### config.mk
export PLATFORM = sky130hd
export DESIGN_NAME = spi_clkdiv
export DESIGN_NICKNAME = d
export VERILOG_FILES = /design/src/rtl/spi_clkdiv_pkg.sv /design/src/rtl/spi_clkdiv_law.sv /design/src/rtl/spi_clkdiv_fsm.sv /design/src/rtl/spi_clkdiv_count.sv /design/src/rtl/spi_clkdiv_phase.sv /design/src/rtl/spi_clkdiv.sv
export SDC_FILE = /design/constraint.sdc
export NUM_CORES = 1
export LEC_CHECK = 0
export BUFFER_PORTS_ARGS = -buffer_cell sky130_fd_sc_hd__buf_2
export CORE_UTILIZATION = 47
export DETAILED_ROUTE_END_ITERATION = 6
export PLACE_DENSITY = 0.66
export SLEW_MARGIN = 20
export SYNTH_ARGS = -nofsm -noshare
export SYNTH_HDL_FRONTEND = slang
export SYNTH_SLANG_ARGS = --single-unit
### constraint.sdc
create_clock -name clk -period 1.85 [get_ports clk]
set_input_delay 0.185 -clock clk [delete_from_list [all_inputs] [get_ports clk]]
set_output_delay 0.185 -clock clk [all_outputs]
set_load 0.02 [all_outputs]
### src/rtl/spi_clkdiv_pkg.sv
package spi_clkdiv_pkg;

    // Controller states
    typedef enum logic [0:0] {
        ST_IDLE = 1'b0,
        ST_RUN  = 1'b1
    } div_state_e;

endpackage

### src/rtl/spi_clkdiv_law.sv
// Decodes the control word into a half-period length in module cycles.
module spi_clkdiv_law #(
    parameter int LIN_W = 8,
    parameter int POW_W = 4,
    parameter int CNT_W = 15
) (
    input  logic [LIN_W+POW_W:0] word,
    output logic [CNT_W-1:0]     half
);
    localparam int SEL_BIT = LIN_W + POW_W;

    logic [LIN_W-1:0] lin_n;
    logic [POW_W-1:0] pow_n;
    logic [CNT_W-1:0] lin_half;
    logic [CNT_W-1:0] pow_half;

    assign lin_n = word[LIN_W-1:0];
    assign pow_n = word[SEL_BIT-1:LIN_W];

    always_comb begin
        lin_half = {{(CNT_W-LIN_W){1'b0}}, lin_n} + CNT_W'(1);
        if (pow_n == '0) begin
            // divide by one is impossible: fall back to divide by two
            pow_half = CNT_W'(1);
        end else begin
            pow_half = CNT_W'(1) << (pow_n - POW_W'(1));
        end
        half = word[SEL_BIT] ? lin_half : pow_half;
    end
endmodule

### src/rtl/spi_clkdiv_fsm.sv
// Two-state transfer controller.
module spi_clkdiv_fsm
    import spi_clkdiv_pkg::*;
(
    input  logic clk,
    input  logic rst_n,
    input  logic run,
    output logic active,
    output logic go,
    output logic load
);
    div_state_e state_q;
    div_state_e state_d;

    always_comb begin
        state_d = state_q;
        unique case (state_q)
            ST_IDLE: if (run)  state_d = ST_RUN;   // START
            ST_RUN:  if (!run) state_d = ST_IDLE;  // STOP
            default: state_d = ST_IDLE;
        endcase
    end

    always_ff @(posedge clk) begin
        if (!rst_n) state_q <= ST_IDLE;
        else        state_q <= state_d;
    end

    always_comb begin
        active = (state_q == ST_RUN);
        go     = (state_d == ST_RUN);
        load   = (state_q == ST_IDLE) && (state_d == ST_RUN);
    end
endmodule

### src/rtl/spi_clkdiv_count.sv
// Half-period counter with a shadow of the divide length.
module spi_clkdiv_count #(
    parameter int CNT_W = 15
) (
    input  logic             clk,
    input  logic             rst_n,
    input  logic             active,
    input  logic             go,
    input  logic             load,
    input  logic [CNT_W-1:0] half_in,
    output logic [CNT_W-1:0] half_q,
    output logic             tick
);
    logic [CNT_W-1:0] cnt_q;
    logic             wrap;

    assign wrap = (cnt_q == half_q - CNT_W'(1));
    assign tick = active && wrap;

    always_ff @(posedge clk) begin
        if (!rst_n) begin
            cnt_q  <= '0;
            half_q <= CNT_W'(1);
        end else if (load) begin
            half_q <= half_in;
            cnt_q  <= '0;
        end else if (active && go) begin
            cnt_q <= wrap ? '0 : cnt_q + CNT_W'(1);
        end else begin
            cnt_q <= '0;
        end
    end
endmodule

### src/rtl/spi_clkdiv_phase.sv
// Serial clock level register.
module spi_clkdiv_phase (
    input  logic clk,
    input  logic rst_n,
    input  logic go,
    input  logic load,
    input  logic tick,
    input  logic cpol,
    output logic sclk
);
    always_ff @(posedge clk) begin
        if (!rst_n)      sclk <= 1'b0;
        else if (!go)    sclk <= cpol;
        else if (load)   sclk <= cpol;
        else if (tick)   sclk <= ~sclk;
    end
endmodule

### src/rtl/spi_clkdiv.sv
module spi_clkdiv #(
    parameter int LIN_W = 8,
    parameter int POW_W = 4
) (
    input  logic                 clk,
    input  logic                 rst_n,
    input  logic                 run,
    input  logic                 cpol,
    input  logic [LIN_W+POW_W:0] div_word,
    output logic                 tick,
    output logic                 sclk
);
    localparam int PW_MAX = (1 << POW_W) - 1;
    localparam int CNT_W  = (LIN_W + 1 > PW_MAX) ? LIN_W + 1 : PW_MAX;

    logic             st_active;
    logic             st_go;
    logic             st_load;
    logic [CNT_W-1:0] half_next;
    logic [CNT_W-1:0] half_shadow;

    spi_clkdiv_law #(.LIN_W(LIN_W), .POW_W(POW_W), .CNT_W(CNT_W)) u_law (
        .word (div_word),
        .half (half_next)
    );

    spi_clkdiv_fsm u_fsm (
        .clk    (clk),
        .rst_n  (rst_n),
        .run    (run),
        .active (st_active),
        .go     (st_go),
        .load   (st_load)
    );

    spi_clkdiv_count #(.CNT_W(CNT_W)) u_cnt (
        .clk     (clk),
        .rst_n   (rst_n),
        .active  (st_active),
        .go      (st_go),
        .load    (st_load),
        .half_in (half_next),
        .half_q  (half_shadow),
        .tick    (tick)
    );

    spi_clkdiv_phase u_phase (
        .clk   (clk),
        .rst_n (rst_n),
        .go    (st_go),
        .load  (st_load),
        .tick  (tick),
        .cpol  (cpol),
        .sclk  (sclk)
    );
endmodule

==> flow_summary.toml, run 1 <==
[critical_path]
crit_type = "reg2out"
r2r_cells = 10
slowest_stage = "dfxtp_2"
cpPeakStageDelay_ns = 0.35
crit_path_start_kind = "flop"
critPathArrivalTime_ns = 2.11
crit_path_cell_trace = "inv_2 > ha_4 > nor3b_4 > buf_4 > and3_4 > nor3_4 > nand3_2 > buf_6 > nor4_4 > buf_4"
end_kind = "output pin"
path_common_cell = "buf_4"
worstPathRequired_ns = 1.66
r2r_slack_ns = -0.36
r2r-start = "u_cnt.half_q[0]"
worstPathMaxFanout = 5
r2r-end = "u_cnt.cnt_q[10]"

[cells_and_area]
drive_gt1_share_pct = 29.14
fin_nets = 321
fin_cells = 352
flow.area_growth_from_synthesis_pct = 29.24
n_antenna_cell = 0
fin_util_pct = 64.42

[drt]
drcViolationCount = 0
first_pass_iters = 4
routed_wl_um = 4931
post_drt_wl_per_cell_um = 14.01
drt_iter0_drc = 75
ant_nets = 0
via_per_inst = 5.509
vias = 1939

[logic_synthesis]
yosysMostFrequentCell = "nor2_1"
synth_xor_area_share_pct = 16.34
yosys_warnings = 0
synth.ff_latch_count = 32
synth_top_family_by_area = "simple AND/OR/NAND/NOR gates"
synthAdderAreaFrac_pct = 1.843
syn_nets = 272
synth_mux_area_share_pct = 0.4914
synth_commonest_cells = "nor2_1 (34), dfxtp_1 (32), xnor2_1 (25), nor3_1 (16)"
synth.distinct_cells = 42
seq_area_frac_synth_pct = 31.45
synth_simple_gate_area_share_pct = 32.13
async_reset_ff_share_pct = 0
synth.avg_cell_area_um2 = 8.083
synth_edf_count = 0
ys.flop_type = "dfxtp_1"
synth_compound_area_share_pct = 13.14
synth_top_area_share_pct = 31.45
yosysTopAreaCell = "dfxtp_1"
synthCells = 252
netlist_area_mm2 = 0.002037
yosys-top-cells-area = "dfxtp_1 (31%), xnor2_1 (11%), nor2_1 (6.3%)"

[worst_hold_path]
timing.hold.worst_endpoint = "u_cnt.half_q[0]"
hp-class = "in2reg"
min_path_cells = 2
min_from = "rst_n"

[floorplan]
core_area_mm2 = 0.004086
dieArea_mm2 = 0.004601
rows = 23
fp.dieH_um = 67.83
start_util_pct = 49.85
die_w_um = 67.83
pin_count = 19

[global_route]
grt_pass1_wl_um = 7969
overflow = 0
grt_pass1_vias = 1798
antenna_found_initial = 0
grt_usage_pct = 23.66
grt_start_max_net_pins = 19

[clock_tree]
postCtsHoldBufs = 0
clock_latency_ns = 0.28
cts_buffers = 5
cts-root-to-sink-buffers = 2
cts_tree = "done"
cts.htree.levels = 2
numClockSinks = 32
clkSlewWorstSetupHoldPaths_ns = 0.06
cts-root-buf = "clkbuf_8"

[sta]
slew_viol_final = 0
finalHoldViolCount = 0
relSlewSlack_pct = 66.60
tightest_slew_ns = 0.4998
finalWorstSetupSlack_ns = -0.4440
min_period_ns = 2.294
grt_setup_unrepaired = "true"
fin_crit_sh_pct = 124.0
fmax_mhz = 435.9
whs_ns = 0.1576
setup_viol = 17
finClkSkew_ns = 0.002512

[outcome]
violations = "setup timing"
status = "finished with violations"

[job]
drv_cap = 0

[power]
leakagePower_nw = 1.032
ir_drop_uv = 448.7
powerDensity_mw_per_mm2 = 642.5

[placed_design]
port_buffers = 18
gp_congestion = 0.8571
dp_cells = 335
dp.final_hpwl_um = 3649
==> cell usage in the layout (no fill, tap or decap), types with 2 or more instances in the layout <==
cell type | synthesis | final
o21ai_0 | 4 | 4
a211oi_1 | 7 | 7
dfxtp_2 | 0 | 3
nor2_1 | 34 | 34
xnor2_2 | 0 | 3
nand4_1 | 3 | 3
nor4_1 | 9 | 7
xor2_1 | 13 | 13
nand2b_1 | 2 | 2
nor4_4 | 1 | 2
clkbuf_1 | 8 | 2
nand4b_1 | 3 | 3
and3_1 | 10 | 9
nand3_1 | 15 | 14
a21oi_1 | 9 | 8
inv_1 | 7 | 5
xnor2_1 | 25 | 22
nor4_2 | 2 | 3
buf_2 | 0 | 17
nand2_1 | 15 | 15
nor2b_1 | 4 | 4
dfxtp_1 | 32 | 29
nor3_1 | 16 | 14
buf_4 | 0 | 36
clkbuf_8 | 0 | 6
inv_2 | 0 | 2
a32oi_1 | 4 | 4
ha_1 | 3 | 2
a211o_1 | 2 | 2
==> report_power, final <==
group	internal, mW	total [mW]	switching (mW)
sequential	0.710	0.737	0.0271
combinational	0.202	0.409	0.207
clock	0.303	0.545	0.242
total	1.21	1.69	0.477
==> worst max-delay path: cells and delay by family, from the launching register on <==
kind / cells / cell delay, ns
buffers and inverters: 4 / 0.50
and+or+nand+nor: 5 / 0.82
DFF: 1 / 0.35
adders and majority gates: 1 / 0.15
==> state kept, by name, indices dropped and copies added, names as in the netlist <==
register	cells
u_cnt.cnt_q	15
u_cnt.half_q	15
u_fsm.active	1
u_phase.sclk	1
==> how the worst max path moves through the flow <==
stage,startpoint,slack [ns],end,cells past startpoint
finish,u_cnt.half_q[0],-0.44,tick,10
global route,u_cnt.half_q[0],-0.56,tick,10
CTS,u_cnt.half_q[0],-0.42,tick,8
detailed placement,u_cnt.half_q[0],-0.28,u_cnt.cnt_q[12],9
global placement,u_cnt.half_q[0],-0.18,tick,8
floorplan,u_cnt.half_q[0],-0.11,u_cnt.cnt_q[0],9
==> cells by family (layout without fill, tap and decap cells) <==
| group | after synthesis | in the layout |
|---|---|---|
| simple gates | 122 | 122 |
| xor+xnor | 38 | 38 |
| compound gates | 36 | 36 |
| flops | 32 | 32 |
| buf+inv | 20 | 70 |
| fa+ha+maj | 3 | 3 |
| mux | 1 | 1 |
==> stage by stage <==
| stage | power (mW) | instance area [um2] | TNS, ns | setup slack, ns |
|---|---|---|---|---|
| finish | 1.691 | 2633 | -5.845 | -0.4440 |
| global route | 1.773 | 2633 | -7.878 | -0.5642 |
| CTS | 1.682 | 2595 | -5.918 | -0.4198 |
| detailed placement | 1.091 | 2381 | -4.510 | -0.2768 |
| global placement | 1.084 | 2381 | -2.851 | -0.1834 |
| floorplan | 0.9683 | 2073 | -1.169 | -0.1125 |
==> layout make-up <==
class / instances / area (um2)
multi-input cells: 200 / 1423
repair buffers: 55 / 386.6
well taps: 50 / 62.56
clock buffers: 8 / 90.09
inverters: 7 / 26.28
fillers: 350 / 1454
flip-flops and latches: 32 / 644.4
==> routing by layer <==
metal  global-route usage [%]  share of wire, %  up-vias
met5                        0                 0        -
met3                    5.667               3.4       12
met4                    9.635               2.3        0
met2                    39.48                46       41
li1                         -                 -      999
met1                    29.04                48      887
==> repair_timing <==
item                                    in CTS  in global routing
pin swaps                                    6                  4
setup buffers                                6                  3
endpoints found under the setup margin      17                 17
hold endpoints to repair                     0                  0
gates resized for setup                     16                  3
Note: power is estimated with default switching activity, not from simulation.
==> run 2: changes to the inputs <==
--- a/config.mk
+++ b/config.mk
@@ -8,7 +8,7 @@
 export BUFFER_PORTS_ARGS = -buffer_cell sky130_fd_sc_hd__buf_2
 export CORE_UTILIZATION = 47
 export DETAILED_ROUTE_END_ITERATION = 6
-export PLACE_DENSITY = 0.66
+export PLACE_DENSITY = 0.64
 export SLEW_MARGIN = 20
 export SYNTH_ARGS = -nofsm -noshare
 export SYNTH_HDL_FRONTEND = slang
==> constraint.sdc (replaced) <==
create_clock -name clk -period 2.7 [get_ports clk]
set_input_delay 0.27 -clock clk [delete_from_list [all_inputs] [get_ports clk]]
set_output_delay 0.27 -clock clk [all_outputs]
set_load 0.02 [all_outputs]
==> run 2 against run 1 <==
Effect of this change:
- the run now ends clean
- sequential cell count stayed put
- sequential share of layout area increased by 4.0 points
- design area down 14%
- sequential power shrank 31%
- die area unchanged
- core utilization down 9.3 points
==> flow_summary.toml, run 2 (same netlist as run 1, synthesis figures left out) <==
[clock_tree]
clkSlewWorstSetupHoldPaths_ns = 0.06
clock_latency_ns = 0.28
cts_buffers = 5
cts-root-buf = "clkbuf_8"
cts_tree = "done"
postCtsHoldBufs = 0
cts-root-to-sink-buffers = 2
numClockSinks = 32
cts.htree.levels = 2

[sta]
min_period_ns = 2.498
fmax_mhz = 400.3
tns_ns = 0
finalHoldViolCount = 0
relSlewSlack_pct = 66.18
tightest_slew_ns = 0.5061
finClkSkew_ns = 0.004590
setup_viol = 0
fin_crit_sh_pct = 92.53
slew_viol_final = 0
grt_setup_unrepaired = "false"
whs_ns = 0.2295

[power]
ir_drop_uv = 264.5
p_sw_mw = 0.2992
p_seq_share_pct = 46.5
leakagePower_nw = 0.8275
powerDensity_mw_per_mm2 = 485.1
intPower_mw = 0.7939
p_sw_share_pct = 27.37
p_comb_share_pct = 17.4
pwr-share-clk_pct = 36.1

[critical_path]
worstPathRequired_ns = 2.43
r2r_slack_ns = 0.39
crit_type = "reg2out"
end_kind = "output pin"
crit_path_start_kind = "flop"
worstPathMaxFanout = 6
r2r-start = "u_cnt.half_q[0]"
r2r-end = "u_cnt.cnt_q[10]"
worstSetupStartpoint = "u_cnt.half_q[0]"
critical_path.endpoint = "tick"
critPathArrivalTime_ns = 2.23
r2r_cells = 10

[floorplan]
fp.dieH_um = 67.83
die_w_um = 67.83
pin_count = 19
core_area_mm2 = 0.004086
rows = 23
dieArea_mm2 = 0.004601
start_util_pct = 49.85

[drt]
drt_iter0_drc = 67
via_per_inst = 5.599
ant_nets = 0
post_drt_wl_per_cell_um = 13.95
vias = 1775
drcViolationCount = 0
routed_wl_um = 4422
first_pass_iters = 4

[placed_design]
dp_cells = 309
dp.final_hpwl_um = 3428
gp_congestion = 0.8362
port_buffers = 18

[global_route]
grt_usage_pct = 21.62
grt_start_max_net_pins = 19
overflow = 0
grt_pass1_vias = 1564
grt_pass1_wl_um = 7217
antenna_found_initial = 0

[cells_and_area]
fin_nets = 287
mostFrequentLayoutCell = "nor2_1"
flow.area_growth_from_synthesis_pct = 10.63
n_antenna_cell = 0
fin_cells = 317
final_cell_mix = "nor2_1 (34), dfxtp_1 (32), xnor2_1 (25)"
drive_gt1_share_pct = 13.48
reg_top3 = "u_cnt.cnt_q: 15 flops, u_cnt.half_q: 15 flops"

[worst_hold_path]
hp-class = "in2reg"

[job]
drv_cap = 0

[outcome]
status = "finished, final reports clean"
run 2: cell count changes in the layout (fill, tap and decap cells not counted), moves of 3 or more:
cell / delta
buf_4: -33
dfxtp_1: +3
dfxtp_2: -3
xnor2_1: +3
xnor2_2: -3
run 2: layout make-up:
class	count	area [um2]
repair buffers	21	112.6
fillers	413	1833
well taps	50	62.56
multi-input cells	200	1315
flip-flops and latches	32	640.6
clock buffers	7	96.34
inverters	7	26.28
run 2: power by group through the flow:
stage                     logic (mW)  registers, mW  clock network [mW]
after floorplan                0.141          0.510                   0
after global routing           0.211          0.510               0.433
after global placement         0.180          0.518                   0
final                          0.190          0.508               0.395
after CTS                      0.182          0.507               0.411
after detailed placement       0.182          0.518                   0
run 2: repair_timing:
item                                    4_1_cts  5_1_grt
gates resized for setup                       0        2
endpoints found under the setup margin        0        1
buffers inserted                              0        1
run 2: worst min path at each step:
stage / startpoint / end / cells past startpoint
after detailed placement: u_cnt.cnt_q[0] / u_cnt.cnt_q[0] / 1
after global placement: u_cnt.cnt_q[0] / u_cnt.cnt_q[0] / 1
after global routing: rst_n / u_cnt.half_q[0] / 2
final: rst_n / u_cnt.half_q[0] / 2
after floorplan: rst_n / u_cnt.half_q[0] / 1
after CTS: rst_n / u_cnt.half_q[0] / 2
run 2: layer usage:
layer,track usage (%),wire length (um),up-vias
li1,-,-,930
met1,29.07,2188,813
met2,33.54,1982,24
met3,5.000,169,8
met4,8.073,81,0
met5,0,0,-
run 2: through the flow:
| step | utilization [%] | total power, mW | cell area [um2] | setup slack [ns] |
|---|---|---|---|---|
| detailed placement | 52.30 | 0.6999 | 2137 | 0.3371 |
| global route | 55.14 | 1.154 | 2253 | 0.03861 |
| floorplan | - | 0.6518 | 2037 | 0.3238 |
| CTS | 54.65 | 1.101 | 2233 | 0.03886 |
| global placement | 52.30 | 0.6979 | 2137 | 0.4190 |
| finish | 55.14 | 1.093 | 2253 | 0.2016 |
run 2: worst max-delay path, stage by stage, from the launching register on:
cell,delay (ns)
dfxtp_1,0.34
inv_1,0.09
ha_1,0.22
nor3b_4,0.32
nand4b_1,0.16
xnor2_1,0.21
nand4_1,0.16
nor4_2,0.24
buf_2,0.20
